$ cat config.mk
export PLATFORM = sky130hd
export DESIGN_NAME = rev_csa
export DESIGN_NICKNAME = d
export VERILOG_FILES = /design/src/rtl/rev_csa_pkg.sv /design/src/rtl/mtsg_gate.sv /design/src/rtl/csa_bit_cell.sv /design/src/rtl/rev_csa.sv
export SDC_FILE = /design/constraint.sdc
export NUM_CORES = 1
export LEC_CHECK = 0
export BUFFER_PORTS_ARGS = -buffer_cell sky130_fd_sc_hd__buf_4
export CELL_PAD_IN_SITES_DETAIL_PLACEMENT = 0
export CELL_PAD_IN_SITES_GLOBAL_PLACEMENT = 1
export CORE_AREA = 2 2 39 41
export DETAILED_ROUTE_END_ITERATION = 7
export DIE_AREA = 0 0 41 43
export PLACE_DENSITY = 0.69
export SYNTH_ARGS = -nofsm -noshare
export SYNTH_HDL_FRONTEND = slang
export SYNTH_SLANG_ARGS = --single-unit
$ cat constraint.sdc
create_clock -name vclk -period 0.89
set_input_delay 0.1335 -clock vclk [all_inputs]
set_output_delay 0.1335 -clock vclk [all_outputs]
set_load 0.02 [all_outputs]
$ cat src/rtl/rev_csa_pkg.sv
package rev_csa_pkg;
  localparam int unsigned GARB_PER_BIT = 2;

  typedef struct packed {
    logic p;
    logic q;
    logic r;
    logic s;
  } mtsg_out_t;
endpackage

$ cat src/rtl/mtsg_gate.sv
module mtsg_gate
  import rev_csa_pkg::*;
(
  input  logic      a_i,
  input  logic      b_i,
  input  logic      c_i,
  input  logic      d_i,
  output mtsg_out_t o_o
);
  logic ab_x;

  assign ab_x   = a_i ^ b_i;
  assign o_o.p  = a_i;
  assign o_o.q  = ab_x;
  assign o_o.r  = ab_x ^ c_i;
  assign o_o.s  = (ab_x & c_i) ^ (a_i & b_i) ^ d_i;

  always_comb begin

    gate_sum_chk: assert (o_o.r == (o_o.q ^ c_i))
      else $error("gate sum line inconsistent");

    gate_pass_chk: assert (o_o.p == a_i)
      else $error("gate pass line mismatch");
  end
endmodule

$ cat src/rtl/csa_bit_cell.sv
module csa_bit_cell
  import rev_csa_pkg::*;
(
  input  logic       x_i,
  input  logic       y_i,
  input  logic       z_i,
  output logic       sum_o,
  output logic       cry_o,
  output logic [1:0] garb_o
);
  mtsg_out_t g;

  mtsg_gate gate_i (
    .a_i (x_i),
    .b_i (y_i),
    .c_i (z_i),
    .d_i (1'b0),
    .o_o (g)
  );

  assign sum_o  = g.r;
  assign cry_o  = g.s;
  assign garb_o = {g.q, g.p};

  always_comb begin

    cell_maj_chk: assert (cry_o == ((x_i & y_i) | (z_i & (x_i | y_i))))
      else $error("cell carry is not majority");

    cell_garb_chk: assert (garb_o[1] == (x_i != y_i))
      else $error("cell garbage xor mismatch");
  end
endmodule

$ cat src/rtl/rev_csa.sv
module rev_csa
  import rev_csa_pkg::*;
#(
  parameter int unsigned WIDTH    = 4,
  parameter bit          CHECK_EN = 1'b1
) (
  input  logic [WIDTH-1:0]              x_i,
  input  logic [WIDTH-1:0]              y_i,
  input  logic [WIDTH-1:0]              z_i,
  output logic [WIDTH-1:0]              psum_o,
  output logic [WIDTH-1:0]              carry_o,
  output logic [GARB_PER_BIT*WIDTH-1:0] garbage_o
);
  localparam int unsigned SW = WIDTH + 2;

  for (genvar i = 0; i < WIDTH; i++) begin : g_bit
    csa_bit_cell cell_i (
      .x_i    (x_i[i]),
      .y_i    (y_i[i]),
      .z_i    (z_i[i]),
      .sum_o  (psum_o[i]),
      .cry_o  (carry_o[i]),
      .garb_o (garbage_o[GARB_PER_BIT*i +: GARB_PER_BIT])
    );
  end

  if (CHECK_EN) begin : g_sum_chk
    logic [SW-1:0] lhs, rhs;
    always_comb begin
      lhs = SW'(psum_o) + (SW'(carry_o) << 1);
      rhs = SW'(x_i) + SW'(y_i) + SW'(z_i);

      weighted_sum_chk: assert (lhs == rhs)
        else $error("reduced pair does not add back to operand sum");
    end
  end
endmodule

# Word level (Yosys, flattened, before mapping)
# Index checks and enable logic that the tools add are counted.
[word_totals]
out_inout_bits = 16
word_cells = 20
reg_bits = 0
inputBits = 12
[classes]
bitwise_logic = 20
[op_table]
columns = ["op", "count"]
rows = [
  ["1-bit XOR", 12],
  ["1-bit bitwise AND", 8],
]

# Logic depth before layout (Yosys ltp)
[depth]
ltp_word = 3
depth_mapped = 2

# Cells and area by module
# A second synthesis with hierarchy kept.
[hier_totals]
hier_cells = 24
area_unflattened_um2 = 240.2
[by_module_without_submodules]
columns = ["mod", "cells_each", "area_each_um2", "n_inst"]
rows = [
  ["mtsg_gate", 5, 56.3, 4],
  ["csa_bit_cell", 1, 3.8, 4],
]

# Worst setup path before layout
# OpenSTA, ideal clock, no wires.
[synth_timing]
kind = "in2out"
start = "in x_i[0]"
end = "out psum_o[0]"
stages = 2
t_required_ns = 0.757
path_buffers = 1
arrival_ns = 0.780
slack_ns = -0.024
path_cell_list = "fa_1 > buf_4"
[synth_via]
elab_chain_len = 2
[synth_rtl]
columns = ["item", "line", "rtl"]
rows = [
  ["from (decl)", "rev_csa.sv:7", "input logic [WIDTH-1:0] x_i,"],
  ["1-bit XOR", "mtsg_gate.sv:12", "assign ab_x = a_i ^ b_i;"],
  ["1-bit XOR", "mtsg_gate.sv:15", "assign o_o.r = ab_x ^ c_i;"],
  ["to (decl)", "rev_csa.sv:10", "output logic [WIDTH-1:0] psum_o,"],
]
# Every way passes these cells.

# Worst setup path in the final report
[layout_timing]
start = "in z_i[1]"
end = "out psum_o[1]"
[layout_via]
elab_chain_len = 1
[layout_rtl]
columns = ["item", "line", "rtl"]
rows = [
  ["from (decl)", "rev_csa.sv:9", "input logic [WIDTH-1:0] z_i,"],
  ["1-bit XOR", "mtsg_gate.sv:15", ""],
]
# Every way passes these cells.

==> impl_metrics.py <==
metrics = {
    "power": {
        "peakVddDrop_uv": 243,
        "leakage_nw": 0.242,
        "pwr_density_cell_mw_per_mm2": 763,
        "finalPower_mw": 0.393,
    },
    "worst_hold_path": {
        "hp-class": "input pin to output port",
    },
    "grt": {
        "antenna_found_initial": 0,
        "grt_usage_pct": 5.22,
        "grt_pass1_vias": 187,
        "grt_pass1_wl_um": 690,
        "grt_max_degree": 3,
        "globalRouteOverflowTotal": 0,
    },
    "worst_setup_path": {
        "critPathMaxFanout": 1,
        "crit_path_frequent_cell": "buf_6",
        "cp_top_family": "adder cells",
        "cp.arrival_ns": 0.91,
        "path_class": "input pin to output port",
        "cpPeakStageDelay_ns": 0.56,
        "crit_required_ns": 0.76,
        "end_kind": "output port",
        "worstPathCellList": "buf_6, fa_2, buf_6",
        "cpMaxStageDelayCell": "fa_2",
        "worstPathBufferInverterCount": 2,
        "cp-start-kind": "input pin",
    },
    "placement": {
        "place.gp.congestion": 0.504,
        "port_buffers": 28,
        "place_hpwl_um": 419,
        "dpl_cell_area_um2": 398,
    },
    "outcome": {
        "violations": "setup timing",
        "status": "finished, violations left",
    },
    "run": {
        "cap_violations": 0,
    },
    "synth": {
        "synth_most_common_cell": "buf_4",
        "synth_top_cell_by_area": "buf_4",
        "yosysTopAreaCellShare_pct": 48.0,
        "synth_warnings": 0,
        "ys_seq_area_share_pct": 0,
        "syn_inst": 24,
        "synthTopCellsByCount": "16 x buf_4, 4 x fa_1, 4 x ha_1",
        "yosysUniqueCellTypes": 3,
        "synth_fp_nets": 44,
        "synth_area_leaders": "buf_4 48%, fa_1 32%, ha_1 20%",
        "syn_area_um2": 250,
        "syn_area_per_cell_um2": 10.4,
    },
    "finish": {
        "n_antenna_cell": 0,
        "nClkBuffers": 0,
        "final_area_um2": 515,
        "seqCellArea_um2": 0,
        "finish.net_count": 63,
        "nFlopsAndLatches": 0,
        "area_growth_pct": 106,
        "final_layout_size_suffix_gt1_share_pct": 92.7,
    },
    "timing": {
        "rsz0062_at_grt": "yes",
        "setup-tns-final_ns": -0.675,
        "post-route-min-period_ns": 1.04,
        "fin_crit_sh_pct": 117,
        "timing.final.max_slew_violations": 0,
        "hold_viol_final": 0,
        "worst_pin_slew_ns": 0.0857,
        "finalSetupViolations": 7,
        "fmax_mhz": 962,
        "max-slew-margin-rel_pct": 94.3,
        "layout_setup_ws_ns": -0.150,
    },
    "floorplan": {
        "ioPinCount": 28,
        "initial_core_util_pct": 18.1,
        "num_rows": 14,
        "die_y_um": 43,
        "dieWidth_um": 41,
        "die_area_mm2": 0.00176,
        "core_mm2": 0.00138,
    },
    "detailed_routing": {
        "post_drt_via_cell_ratio": 3.40,
        "dr.pass1.iters": 2,
        "wl_per_cell_um": 9.40,
        "drc": 0,
        "wirelength_um": 536,
        "vias": 194,
        "drt_iter0_drc": 2,
        "postRouteAntennaNets": 0,
    },
}
-- metrics by stage --
step	cells	setup slack, ns	hold slack (ns)	util (%)
6_report	57	-0.150	0.573	37.3
5_1_grt	57	-0.161	0.585	37.3
4_1_cts	57	-0.138	0.582	34.0
3_5_place_dp	57	-0.168	0.589	28.8
3_3_place_gp	57	-0.168	0.587	28.8
2_1_floorplan	24	-0.0236	0.380	-
-- area by class of cell --
type                       count  area, um2
multi-input combinational      8        173
fill                         148        868
timing repair buffer          33        323
tap                           16       20.0
-- where the power goes --
group	total [mW]	switching (mW)	internal (mW)	leakage [nW]
registers	0	0	0	0
clock network	0	0	0	0
logic	0.393	0.176	0.217	0.242
total	0.393	0.176	0.217	0.242
-- cells by family after synthesis --
family                     count (synthesis)  synth area share, %
buffers and inverters                     16                 48.0
adders and majority gates                  8                 52.0
-- repair_timing --
action,in CTS,in global routing
pin swaps,4,1
resized for setup,17,8
hold buffers,0,0
endpoints found under the setup margin,12,12
setup buffers,0,0
-- path summary, 6_finish.rpt --
path  startpoint            to  slack, ns  cells after the start
min       y_i[2]  garbage_o[5]       0.57                      3
max       z_i[1]     psum_o[1]      -0.15                      3
-- per-layer routing --
layer | routed length, um | GRT usage (%) | vias up | part of all wire [%]
met3 | 29 | 0 | 0 | 5.4
met1 | 109 | 5.79 | 96 | 20
li1 | - | - | 92 | -
met4 | 0 | 0 | 0 | 0
met5 | 0 | 0 | - | 0
met2 | 397 | 10.6 | 6 | 74
-- layout by cell type, fill, tap and decap left out --
cell    n
buf_4  13
buf_6  20
fa_1    2
fa_2    2
ha_1    1
ha_4    3
No activity file was read; power rests on OpenSTA's default activity.
